### config.mk
export PLATFORM = sky130hd
export DESIGN_NAME = srFifo
export DESIGN_NICKNAME = d
export VERILOG_FILES = /design/src/rtl/srFifoPkg.sv /design/src/rtl/srFifoCtrl.sv /design/src/rtl/srFifoData.sv /design/src/rtl/srFifo.sv
export SDC_FILE = /design/constraint.sdc
export NUM_CORES = 1
export LEC_CHECK = 0
export BUFFER_PORTS_ARGS = -buffer_cell sky130_fd_sc_hd__buf_2
export CAP_MARGIN = 0
export CORE_MARGIN = 5
export CORE_UTILIZATION = 45
export DETAILED_ROUTE_END_ITERATION = 7
export PLACE_DENSITY_LB_ADDON = 0.08
export SLEW_MARGIN = 0
export SYNTH_ARGS = -nofsm -noshare
export SYNTH_HDL_FRONTEND = slang
export SYNTH_SLANG_ARGS = --single-unit
### constraint.sdc
create_clock -name clk -period 10 [get_ports clk]
set_input_delay 1.5 -clock clk [delete_from_list [all_inputs] [get_ports clk]]
set_output_delay 1.5 -clock clk [all_outputs]
set_load 0.01 [all_outputs]
### src/rtl/srFifoPkg.sv
package srFifoPkg;
  typedef struct packed {
    logic shiftEn;
    logic captureEn;
  } ctrlStrobes_t;
endpackage

### src/rtl/srFifoCtrl.sv
module srFifoCtrl
  import srFifoPkg::*;
#(
  parameter int DEPTH = 16,
  localparam int CW = $clog2(DEPTH + 1),
  localparam int PW = $clog2(DEPTH)
) (
  input  logic          clk,
  input  logic          rstN,
  input  logic          loadEn,
  input  logic          readEn,
  input  logic          outRegEn,
  output ctrlStrobes_t  strobes,
  output logic [PW-1:0] sel,
  output logic [CW-1:0] level,
  output logic          isFull,
  output logic          isEmpty
);
  logic [PW-1:0] ptr;
  logic [PW-1:0] ptrNext;
  logic [CW-1:0] count;
  logic [CW-1:0] countNext;
  logic          emptyQ;
  logic          wrAcc;
  logic          rdAcc;

  assign isFull = (count == CW'(DEPTH));
  assign rdAcc  = readEn & ~emptyQ;
  assign wrAcc  = loadEn & (~isFull | rdAcc);

  always_comb begin
    if (emptyQ) ptrNext = '0;
    else        ptrNext = ptr + PW'(wrAcc) - PW'(rdAcc);
  end

  assign countNext = count + CW'(wrAcc) - CW'(rdAcc);

  // select pointer: storage-like, no reset
  always_ff @(posedge clk) begin
    if (wrAcc | rdAcc) ptr <= ptrNext;
  end

  always_ff @(posedge clk) begin
    if (!rstN) begin
      count  <= '0;
      emptyQ <= 1'b1;
    end else begin
      count  <= countNext;
      emptyQ <= (countNext == '0);
    end
  end

  assign strobes.shiftEn   = wrAcc;
  assign strobes.captureEn = outRegEn;
  assign sel     = ptr;
  assign level   = count;
  assign isEmpty = emptyQ;

  AST_NO_OVERFLOW: assert property (@(posedge clk) disable iff (!rstN)
    (isFull && loadEn && !readEn) |=> (count == $past(count)));
  AST_NO_UNDERFLOW: assert property (@(posedge clk) disable iff (!rstN)
    (emptyQ && readEn && !loadEn) |=> emptyQ);
  AST_BOTH_HOLD: assert property (@(posedge clk) disable iff (!rstN)
    (!emptyQ && readEn && loadEn) |=> (count == $past(count)));
  AST_EMPTY_BOTH: assert property (@(posedge clk) disable iff (!rstN)
    (emptyQ && readEn && loadEn) |=> (count == CW'(1)));
  AST_EMPTY_FLAG: assert property (@(posedge clk) disable iff (!rstN)
    emptyQ == (count == '0));
endmodule

### src/rtl/srFifoData.sv
module srFifoData
  import srFifoPkg::*;
#(
  parameter int DEPTH = 16,
  parameter int WIDTH = 8,
  parameter bit HAS_OUT_REG = 1'b1,
  localparam int PW = $clog2(DEPTH)
) (
  input  logic             clk,
  input  logic             rstN,
  input  ctrlStrobes_t     strobes,
  input  logic [PW-1:0]    sel,
  input  logic [WIDTH-1:0] dataIn,
  output logic [WIDTH-1:0] dataOut,
  output logic [WIDTH-1:0] dataOutReg
);
  logic [WIDTH-1:0] cells [DEPTH];

  for (genvar i = 0; i < DEPTH; i++) begin : gCell
    if (i == 0) begin : gHead
      always_ff @(posedge clk) if (strobes.shiftEn) cells[0] <= dataIn;
    end else begin : gBody
      always_ff @(posedge clk) if (strobes.shiftEn) cells[i] <= cells[i-1];
    end
  end

  assign dataOut = cells[sel];

  if (HAS_OUT_REG) begin : gOutReg
    logic [WIDTH-1:0] capQ;
    always_ff @(posedge clk) if (strobes.captureEn) capQ <= dataOut;
    assign dataOutReg = capQ;
  end else begin : gNoOutReg
    assign dataOutReg = dataOut;
  end

  AST_SHIFT_ENTRY: assert property (@(posedge clk) disable iff (!rstN)
    strobes.shiftEn |=> (cells[0] == $past(dataIn)));
endmodule

### src/rtl/srFifo.sv
module srFifo #(
  parameter int DEPTH = 16,
  parameter int WIDTH = 8,
  parameter bit HAS_OUT_REG = 1'b1,
  localparam int CW = $clog2(DEPTH + 1),
  localparam int PW = $clog2(DEPTH)
) (
  input  logic             clk,
  input  logic             rstN,
  input  logic             loadEn,
  input  logic [WIDTH-1:0] dataIn,
  input  logic             readEn,
  input  logic             outRegEn,
  output logic [WIDTH-1:0] dataOut,
  output logic [WIDTH-1:0] dataOutReg,
  output logic [CW-1:0]    level,
  output logic             isFull,
  output logic             isEmpty
);
  srFifoPkg::ctrlStrobes_t strobes;
  logic [PW-1:0] sel;

  srFifoCtrl #(.DEPTH(DEPTH)) i_ctrl (
    .clk(clk), .rstN(rstN), .loadEn(loadEn), .readEn(readEn),
    .outRegEn(outRegEn), .strobes(strobes), .sel(sel),
    .level(level), .isFull(isFull), .isEmpty(isEmpty)
  );

  srFifoData #(.DEPTH(DEPTH), .WIDTH(WIDTH), .HAS_OUT_REG(HAS_OUT_REG)) i_data (
    .clk(clk), .rstN(rstN), .strobes(strobes), .sel(sel),
    .dataIn(dataIn), .dataOut(dataOut), .dataOutReg(dataOutReg)
  );
endmodule

==> Word-level counts from Yosys, hierarchy flattened <==
Memory sizes are Yosys's and may differ from the RTL's. A register that Yosys moved wholly into a read port is not among the register bits.
Cells that the tools add are included.
{ "word_totals": {"regBits": 18, "mem_bits_rw": 128, "out_inout_bits": 23, "wordCells": 21, "mem_count": 1} }
{ "mem_list": {"columns": ["memory", "words", "width", "read_ports", "rd_ports_with_merged_regs", "write_ports", "line", "rtl"], "rows": [
  ["i_data.cells", 16, 8, 16, 1, 16, "srFifoData.sv:17", "logic [WIDTH-1:0] cells [DEPTH];"]
]} }
{ "op_classes": {"add_sub_neg": 4, "eq_ne": 1, "n_mux": 4, "bitwise": 6, "n_reduce_logical": 1} }
{ "op_table": {"columns": ["cell", "count"], "rows": [
  ["2-to-1 mux 4 bit", 2],
  ["adder 5 x 1 -> 5 bit", 1],
  ["== test 5 bit (second input constant)", 1],
  ["zero test 5 bit", 1],
  ["subtractor 5 x 1 -> 5 bit", 1],
  ["adder 4 x 1 -> 4 bit", 1],
  ["subtractor 4 x 1 -> 4 bit", 1],
  ["bitwise AND 1 bit", 2],
  ["2-to-1 mux 1 bit", 2],
  ["NOT 1 bit", 2],
  ["bitwise OR 1 bit", 2]
]} }

==> Logic depth before layout (Yosys ltp) <==
Gate-level depths: netlist of run 1.
{ "depth": {"ltp_word": 8, "depth_mapped": 11} }

==> Hierarchy <==
A second synthesis of run 1 with hierarchy kept.
{ "hier_totals": {"cells_unflattened": 267, "area_unflattened_um2": 5758.0} }
{ "by_module_without_submodules": {"columns": ["module", "n_inst", "cells_each", "area_each_um2", "seq_area_each_um2"], "rows": [
  ["srFifoData", 1, 206, 5117.4, 4083.9],
  ["srFifoCtrl", 1, 61, 640.6, 240.2]
]} }

==> Worst setup path after synthesis of run 1 <==
Ideal clock, no wire load.
{ "synth_path": {"path_type": "input to register", "startpoint": "input port readEn", "endpoint": "register i_ctrl.emptyQ (netlist: i_ctrl.isEmpty)", "setup_ns": 0.101, "t_arrival_ns": 6.243, "required_ns": 9.899, "slack_ns": 3.656, "cell_stages": 9, "cell_sequence": "nor2b_1 -> o21a_1 -> ha_1 -> inv_1 -> fa_1 -> nand2b_1 -> a21oi_1 -> xnor2_1 -> o41ai_1"} }
{ "synth_via": {"elab_chain_cells": 6} }
{ "synth_rtl": {"columns": ["element", "line", "rtl"], "rows": [
  ["from (decl)", "srFifo.sv:12", "input logic readEn,"],
  ["bitwise AND 1 bit", "srFifoCtrl.sv:28", "assign rdAcc = readEn & ~emptyQ;"],
  ["bitwise OR 1 bit", "srFifoCtrl.sv:29", "assign wrAcc = loadEn & (~isFull | rdAcc);"],
  ["bitwise AND 1 bit", "srFifoCtrl.sv:29", null],
  ["net i_ctrl.wrAcc", "srFifoCtrl.sv:24", "logic wrAcc;"],
  ["adder 5 x 1 -> 5 bit", "srFifoCtrl.sv:36", "assign countNext = count + CW'(wrAcc) - CW'(rdAcc);"],
  ["subtractor 5 x 1 -> 5 bit", "srFifoCtrl.sv:36", null],
  ["zero test 5 bit", "srFifoCtrl.sv:49", "emptyQ <= (countNext == '0);"],
  ["to (signal assigned)", "srFifoCtrl.sv:49", null],
  ["to (decl)", "srFifoCtrl.sv:23", "logic emptyQ;"]
]} }
The timed path passes the listed nets, and every way through them passes these cells.
A chain may end at the register's enable or synchronous reset.

==> impl_metrics.ini, run 1 <==
[cts]
post_cts.repair.setup_buffers = 0
clk_latency_ps = 410
numCtsBuffers = 17
cts_buffer_depth = 2
root_buffer = clkbuf_16
postCtsHoldBufs = 0
h-tree-depth = 4
cts.sinks = 150
cts_tree = done
clk_pin_slew_ps = 60
cts-resized-gates = 0

[yosys]
synth_commonest_cells = 140 x edfxtp_1, 18 x mux4_2, 16 x a22oi_1
seq_area_frac_synth_pct = 74.2
ys_async_sr_fraction_pct = 0
postSynthCellCount = 285
synthTopCellsByArea = edfxtp_1 71%, mux4_2 6.8%, mux4_1 6.2%
synth_most_common_cell = edfxtp_1
yosys.area.top_type = edfxtp_1
synth_cell_type_count = 31
ys_seq_elements = 150
synth_warnings = 0
syn_nets = 310
synth_top_area_share_pct = 70.8
avgSynthCellArea_um2 = 20.8
syn_area_mm2 = 0.00593
synth_edf_count = 140
synthFlopType = edfxtp_1

[detailed_routing]
vias = 2692
ant_nets = 0
drt-total-wl_um = 9800
drt_iter0_drc = 329
drt-wirelength-per-cell_um = 18.8
via_per_inst = 5.17
drtPass1Iterations = 4
drc = 0

[timing]
grt_setup_unrepaired = false
hold_viol_final = 0
fin_ws_ps = 6080
finalClockSkew_ps = 5.97
slew_headroom_pct = 38.2
tightest_slew_ps = 925
setup_tns_ps = 0
finalCriticalPeriod_ps = 3920
post-route-period-util_pct = 39.2
fmax_mhz = 255
setup_violations = 0
slew_violations = 0

[floorplan]
rows = 42
die_area_mm2 = 0.0156
initial_core_util_pct = 45.4
die_w_um = 125
die_h_um = 125
ios = 36
coreArea_mm2 = 0.0131

[power]
power.density_mw_per_mm2 = 323
power_leakage_nw = 2.50
peakVddDrop_uv = 168

[job]
max_cap_violations = 0

[final_layout]
fin_nets = 357
area_growth_pct = 17.2
drive_gt1_share_pct = 26.7
n_antenna_cell = 0

[placed_design]
routabilityCongestion = 0.718
dp_hpwl_um = 5750
place_ws_ps = 5760
portBuffers = 35

[worst_hold_path]
min_path_type = reg2reg
min_from = i_data.cells[5][7]

[critical_path]
critPathRequiredTime_ps = 8500
path_class = reg2out
endpoint_kind = primary output
r2r_start = i_ctrl.level[2]
start_kind = flip-flop
cp_max_fo = 32
cp.arrival_ps = 2420

[global_routing]
grt_first_pass_wirelength_um = 15600
grt-ovfl-total = 0
first_global_vias = 2879
grt_max_degree = 68
grt_use_total_pct = 13.2
antenna_found_initial = 0

[status]
status = finished clean
==> final timing paths <==
path                                           end  slack, ps  cells past startpoint
worst max-delay path                    dataOut[7]       6080                      5
worst min-delay path            i_data.cells[6][7]        440                      0
worst max register to register      i_ctrl.isEmpty       6960                     11
worst min register to register  i_data.cells[6][7]        440                      0
==> cell type report <==
cell class,count,area (µm²)
Fill cell,1043,6130
Sequential cell,150,4410
Clock inverter,15,258
Multi-Input combinational cell,111,1400
Timing Repair Buffer,38,198
Tap cell,176,220
Inverter,14,52.6
Clock buffer,17,425
==> power breakdown <==
group          switching, W  total [W]  leakage, nW  internal (W)
registers         0.0000681   0.000948         1.45      0.000880
logic              0.000307   0.000571        0.726      0.000264
clock network      0.000241   0.000731        0.320      0.000490
total              0.000616    0.00225         2.50       0.00163
==> metal layers <==
layer	vias to the layer above	global-route usage, %	share of wire (%)
met5	-	0	0
met4	0	5.68	1.4
met3	9	3.99	4.2
met2	51	20.0	48
met1	1371	17.8	46
li1	1261	-	-
==> logic make-up (layout without fill, tap and decap cells) <==
| family | count (synthesis) | after routing | synth area share, % |
|---|---|---|---|
| fa+ha+maj | 12 | 12 | 2.78 |
| compound gates | 27 | 27 | 3.20 |
| buf+inv | 24 | 84 | 2.34 |
| simple gates | 30 | 30 | 2.80 |
| mux | 36 | 36 | 13.8 |
| flops | 150 | 150 | 74.2 |
| xor+xnor | 6 | 6 | 0.886 |
==> through the flow <==
step / area, µm² / total power [W] / hold slack [ps] / utilization (%) / cells
after floorplan: 5930 / 0.00137 / 417 / - / 285
after global placement: 6270 / 0.00154 / 421 / 48.0 / 489
after detailed placement: 6270 / 0.00155 / 428 / 48.0 / 489
after CTS: 6960 / 0.00228 / 442 / 53.2 / 521
after global routing: 6960 / 0.00238 / 450 / 53.2 / 521
final: 6960 / 0.00225 / 440 / 53.2 / 521
==> layout by cell type (no fill, tap or decap), types with 3 or more instances in the layout <==
master      synthesis  layout
nor2b_1             6       6
mux2_2              3       3
and2_1              5       5
edfxtp_1          140     140
inv_1              14      14
buf_4               1       3
ha_1               10      10
clkinvlp_4          0       4
a22oi_1            16      16
nand2_1             9       9
a21oi_1             5       5
dfxtp_1            10       9
clkbuf_16           0      17
mux4_2             18      18
buf_2               3      35
xnor2_1             4       4
mux4_1             14      14
bufinv_16           0       7
nor2_1              3       3
==> worst max-delay path, stage by stage (launching register included) <==
cell and delay (ps):
dfxtp_2 310, buf_4 490, mux4_1 660, a22oi_1 230, nand2_1 130, buf_2 150
==> state kept, by name (all words and copies together) (netlist names), named ones only <==
| register | count |
|---|---|
| i_ctrl.isEmpty | 1 |
| i_ctrl.sel | 4 |
| i_data.dataOutReg | 8 |
| i_data.cells | 128 |
| i_ctrl.level | 5 |
(Power assumes the default switching activity.)
==> run 2, diff against run 1 <==
Settings changed: ABC_AREA set to 1.
Clock period 10 ns to 3.3 ns, I/O delays scaled along.
==> impl_metrics.ini, run 2 <==
[timing]
tightest_slew_ps = 817
post-route-period-util_pct = 82.9
slew_violations = 0
fin_ws_ps = 565
grt_setup_unrepaired = false
hold_viol_final = 0
slew_headroom_pct = 45.5
fmax_mhz = 366
finalClockSkew_ps = 7.14
setup_violations = 0
whs_ps = 244
finalCriticalPeriod_ps = 2740

[detailed_routing]
via_per_inst = 4.81
drc = 0
drt-total-wl_um = 12200
ant_nets = 0
drt-wirelength-per-cell_um = 14.8
drt_iter0_drc = 392
vias = 3957
drtPass1Iterations = 6

[yosys]
synth_top_area_share_pct = 65.4
synth_most_common_cell = nand2_1
synthAdderAreaFrac_pct = 2.57
synth_compound_area_share_pct = 1.42
synth_cell_type_count = 22
seq_area_frac_synth_pct = 68.6
synth_edf_count = 140
synth_commonest_cells = 182 x nand2_1, 140 x edfxtp_1, 83 x nand3_1
avgSynthCellArea_um2 = 10.9
synth_xor_area_share_pct = 0.273
synthTopCellsByArea = edfxtp_1 65%, nand2_1 11%, nand3_1 6.5%
ys_async_sr_fraction_pct = 0
synth_warnings = 0
synth-simple-area-share_pct = 20.5
syn_area_mm2 = 0.00642
ys_seq_elements = 150
yosys.area.top_type = edfxtp_1
synth_top_family_by_area = simple AND/OR/NAND/NOR gates
synthFlopType = edfxtp_1
muxShareOfSynthArea_pct = 0
postSynthCellCount = 592
syn_nets = 617

[power]
power_leakage_nw = 3.11
internal_power_w = 0.00456
combPwrFrac_pct = 31.7
seq_power_share_pct = 41.3
swShare_pct = 34.3
finalPower_w = 0.00694
clockPowerShare_pct = 26.9
power.density_mw_per_mm2 = 943
peakVddDrop_uv = 437
power_switching_w = 0.00238

[cts]
cts-resized-gates = 0
root_buffer = clkbuf_16
cts_buffer_depth = 2
cts_tree = done
postCtsHoldBufs = 0
h-tree-depth = 4
cts.sinks = 150
post_cts.repair.setup_buffers = 0
clk_pin_slew_ps = 60
clk_latency_ps = 420
numCtsBuffers = 17

[worst_hold_path]
hold_end = i_data.cells[0][6]
min_from = dataIn[6]
min_path_type = in2reg
whs_path_depth = 1

[final_layout]
drive_gt1_share_pct = 13.2
fin_nets = 655
mostFrequentLayoutCells = 180 x nand2_1, 140 x edfxtp_1, 83 x nand3_1
largest_reg_flops = 128
final_common_cell = nand2_1
n_antenna_cell = 0
area_growth_pct = 14.6
stdcell_count = 823
final_util_pct = 52.8
fillers = 1225
top_register = i_data.cells

[placed_design]
portBuffers = 35
routabilityCongestion = 0.750
dp_cells = 791
place_ws_ps = 995
dp_hpwl_um = 6890

[global_routing]
first_global_vias = 3890
grt_use_total_pct = 15.6
grt_first_pass_wirelength_um = 20200
antenna_found_initial = 0
grt-ovfl-total = 0
grt_max_degree = 129

[job]
max_cap_violations = 0

[status]
status = finished clean

[critical_path]
path_class = reg2out
critPathRequiredTime_ps = 2800
endpoint_kind = primary output
r2r_start = i_ctrl.isEmpty
r2r_cells = 13
reg2reg_to = i_ctrl.isEmpty
cp_max_fo = 78
start_kind = flip-flop
cp.arrival_ps = 2240
rrSetupSlack_ps = 1020

[floorplan]
rows = 43
coreArea_mm2 = 0.0139
die_w_um = 129
ios = 36
initial_core_util_pct = 46.1
die_h_um = 129
die_area_mm2 = 0.0168
## run 2: power groups by stage
stage	clock network, W	logic (W)	registers, W
4_1_cts	0.00192	0.00223	0.00288
2_1_floorplan	0	0.00157	0.00289
3_3_place_gp	0	0.00218	0.00289
5_1_grt	0.00202	0.00251	0.00292
6_report	0.00187	0.00220	0.00287
3_5_place_dp	0	0.00222	0.00291
## run 2: metal layers
metal,vias up,track usage (%),share of wire [%]
li1,2025,-,-
met1,1836,22.1,48
met2,88,23.4,45
met3,8,4.62,5.2
met4,0,5.13,1.0
met5,-,0,0
## run 2: logic make-up after synthesis
kind of cell / after synthesis
and+or+nand+nor: 311
DFF: 150
buffers and inverters: 101
AOI/OAI and AO/OA: 16
adders and majority gates: 12
xor gates and xnor gates: 2
## run 2: area by class of cell
class                   instances  area, µm²  area share (%)
multi-input cells             341       1620            22.0
clock buffers                  23        468            6.36
well taps                     180        225            3.06
clock inverters                 9        104            1.41
flip-flops and latches        150       4410            59.9
inverters                      77        293            3.98
repair buffers                 43        248            3.37
## run 2: worst max-delay path, stage by stage, from the launching register on
cell     delay [ps]
dfxtp_2         330
buf_4           640
or2_0           190
nand3_1          70
nand3_1         130
nand3_1         140
nand2_1         140
buf_2           150
## run 2: metrics by stage
stage | TNS, ps | instance area (µm²)
after floorplan | -7060 | 6460
after global placement | 0 | 6790
after detailed placement | 0 | 6790
after CTS | 0 | 7360
after global routing | 0 | 7360
final | 0 | 7360
## run 2: how the worst max path moves through the flow
stage,slack (ps),from,endpoint,cells past startpoint
4_1_cts,550,flip-flop,dataOut[2],7
3_5_place_dp,1000,readEn,i_ctrl.isEmpty,13
3_3_place_gp,1030,flip-flop,dataOut[1],9
5_1_grt,350,flip-flop,dataOut[5],8
2_1_floorplan,-790,i_ctrl.level[2],flip-flop,13
6_report,560,flip-flop,dataOut[5],7
==> run 3, diff against run 2 <==
Settings changed: ABC_AREA 1 to 0.
Clock period 3.3 ns to 2.8 ns, I/O delays scaled along.
==> impl_metrics.ini, run 3 (synthesis gave the netlist of run 1 again) <==
[global_routing]
grt_first_pass_wirelength_um = 15300
grt_max_degree = 81
antenna_found_initial = 0
grt_use_total_pct = 12.8
grt-ovfl-total = 0
first_global_vias = 2823

[timing]
slew_headroom_pct = 35.2
fin_ws_ps = 199
fmax_mhz = 384
finalCriticalPeriod_ps = 2600
post-route-period-util_pct = 92.9
slew_violations = 0
tightest_slew_ps = 972
setup_violations = 0
finalClockSkew_ps = 7.63
whs_ps = 190
grt_setup_unrepaired = false
hold_viol_final = 0

[final_layout]
fin_nets = 360
top_register = i_data.cells
largest_reg_flops = 128
drive_gt1_share_pct = 29.7
area_growth_pct = 15.8
final_common_cell = edfxtp_1
n_antenna_cell = 0
design_area_mm2 = 0.00687
mostFrequentLayoutCells = 140 x edfxtp_1, 35 x buf_2, 18 x mux4_2

[power]
power.density_mw_per_mm2 = 1100
swShare_pct = 28.9
power_leakage_nw = 2.45
internal_power_w = 0.00535
combPwrFrac_pct = 28.4
clockPowerShare_pct = 26.6
seq_power_share_pct = 44.9
peakVddDrop_uv = 539
power_switching_w = 0.00218

[floorplan]
ios = 36
die_area_mm2 = 0.0156
coreArea_mm2 = 0.0131
die_h_um = 125
rows = 42
die_w_um = 125
initial_core_util_pct = 45.4

[cts]
h-tree-depth = 4
post_cts.repair.setup_buffers = 0
numCtsBuffers = 17
cts_tree = done
cts.sinks = 150
postCtsHoldBufs = 0
cts_buffer_depth = 2
clk_latency_ps = 410
root_buffer = clkbuf_16
cts-resized-gates = 0
clk_pin_slew_ps = 60

[detailed_routing]
drt-wirelength-per-cell_um = 18.2
via_per_inst = 5.18
drt-total-wl_um = 9540
drt_iter0_drc = 206
vias = 2711
drc = 0
drtPass1Iterations = 4
ant_nets = 0

[critical_path]
endpoint_kind = primary output
cp_max_fo = 32
path_class = reg2out
rrSetupSlack_ps = 540
cp.arrival_ps = 2180
critPathRequiredTime_ps = 2380
start_kind = flip-flop

[placed_design]
place_ws_ps = 406
routabilityCongestion = 0.743
placed_area_mm2 = 0.00635
portBuffers = 35
dp_hpwl_um = 5840

[job]
max_cap_violations = 0

[worst_hold_path]
min_path_type = in2reg

[status]
status = finished clean
-- run 3: cell count changes in the layout (fill, tap and decap cells not counted), sizes merged, moves of 15 or more --
cell,before,now
or2,16,1
nand2,182,9
a22oi,0,16
nor2,29,3
mux4,0,32
inv,76,14
nand3,83,0
-- run 3: final timing paths --
path	endpoint	cells after the start	start
setup reg to reg	i_ctrl.sel[3]	8	i_ctrl.isEmpty
setup / recovery	dataOut[5]	5	flip-flop
hold reg to reg	i_data.cells[6][1]	0	i_data.cells[5][1]
hold / removal	i_data.cells[0][6]	1	dataIn[6]
-- run 3: area by class of cell --
type	instances	area [µm²]
clock buffers	18	429
clock inverters	13	91.3
fillers	1028	6210
inverters	14	52.6
multi-input cells	111	1440
flip-flops and latches	150	4410
well taps	176	220
repair buffers	41	233
-- run 3: critical path, cell delays in order, from the launching register on --
cell and delay [ps]:
dfxtp_2 340, buf_12 250, mux4_1 620, a22oi_1 200, nand2_1 160, buf_2 180
-- run 3: power groups by stage --
stage | combinational, W | sequential (W) | clock, W
5_1_grt | 0.00238 | 0.00345 | 0.00217
3_3_place_gp | 0.00218 | 0.00341 | 0
6_report | 0.00214 | 0.00339 | 0.00200
2_1_floorplan | 0.00155 | 0.00340 | 0
4_1_cts | 0.00219 | 0.00340 | 0.00206
3_5_place_dp | 0.00218 | 0.00343 | 0
-- run 3: per-layer routing --
metal | vias up | global-route usage (%) | part of all wire, %
met5 | - | 0 | 0
met4 | 0 | 3.95 | 1.4
met3 | 9 | 4.55 | 3.6
met2 | 50 | 20.2 | 48
met1 | 1388 | 16.8 | 47
li1 | 1264 | - | -
-- run 3: per-stage QoR --
step                      utilization (%)  total power, W  TNS, ps  std cells
after global routing                 52.5         0.00800        0        523
after detailed placement             48.6         0.00562        0        492
after CTS                            52.5         0.00765        0        523
final                                52.5         0.00753        0        523
after floorplan                         -         0.00494     -512        285
after global placement               48.6         0.00559        0        492
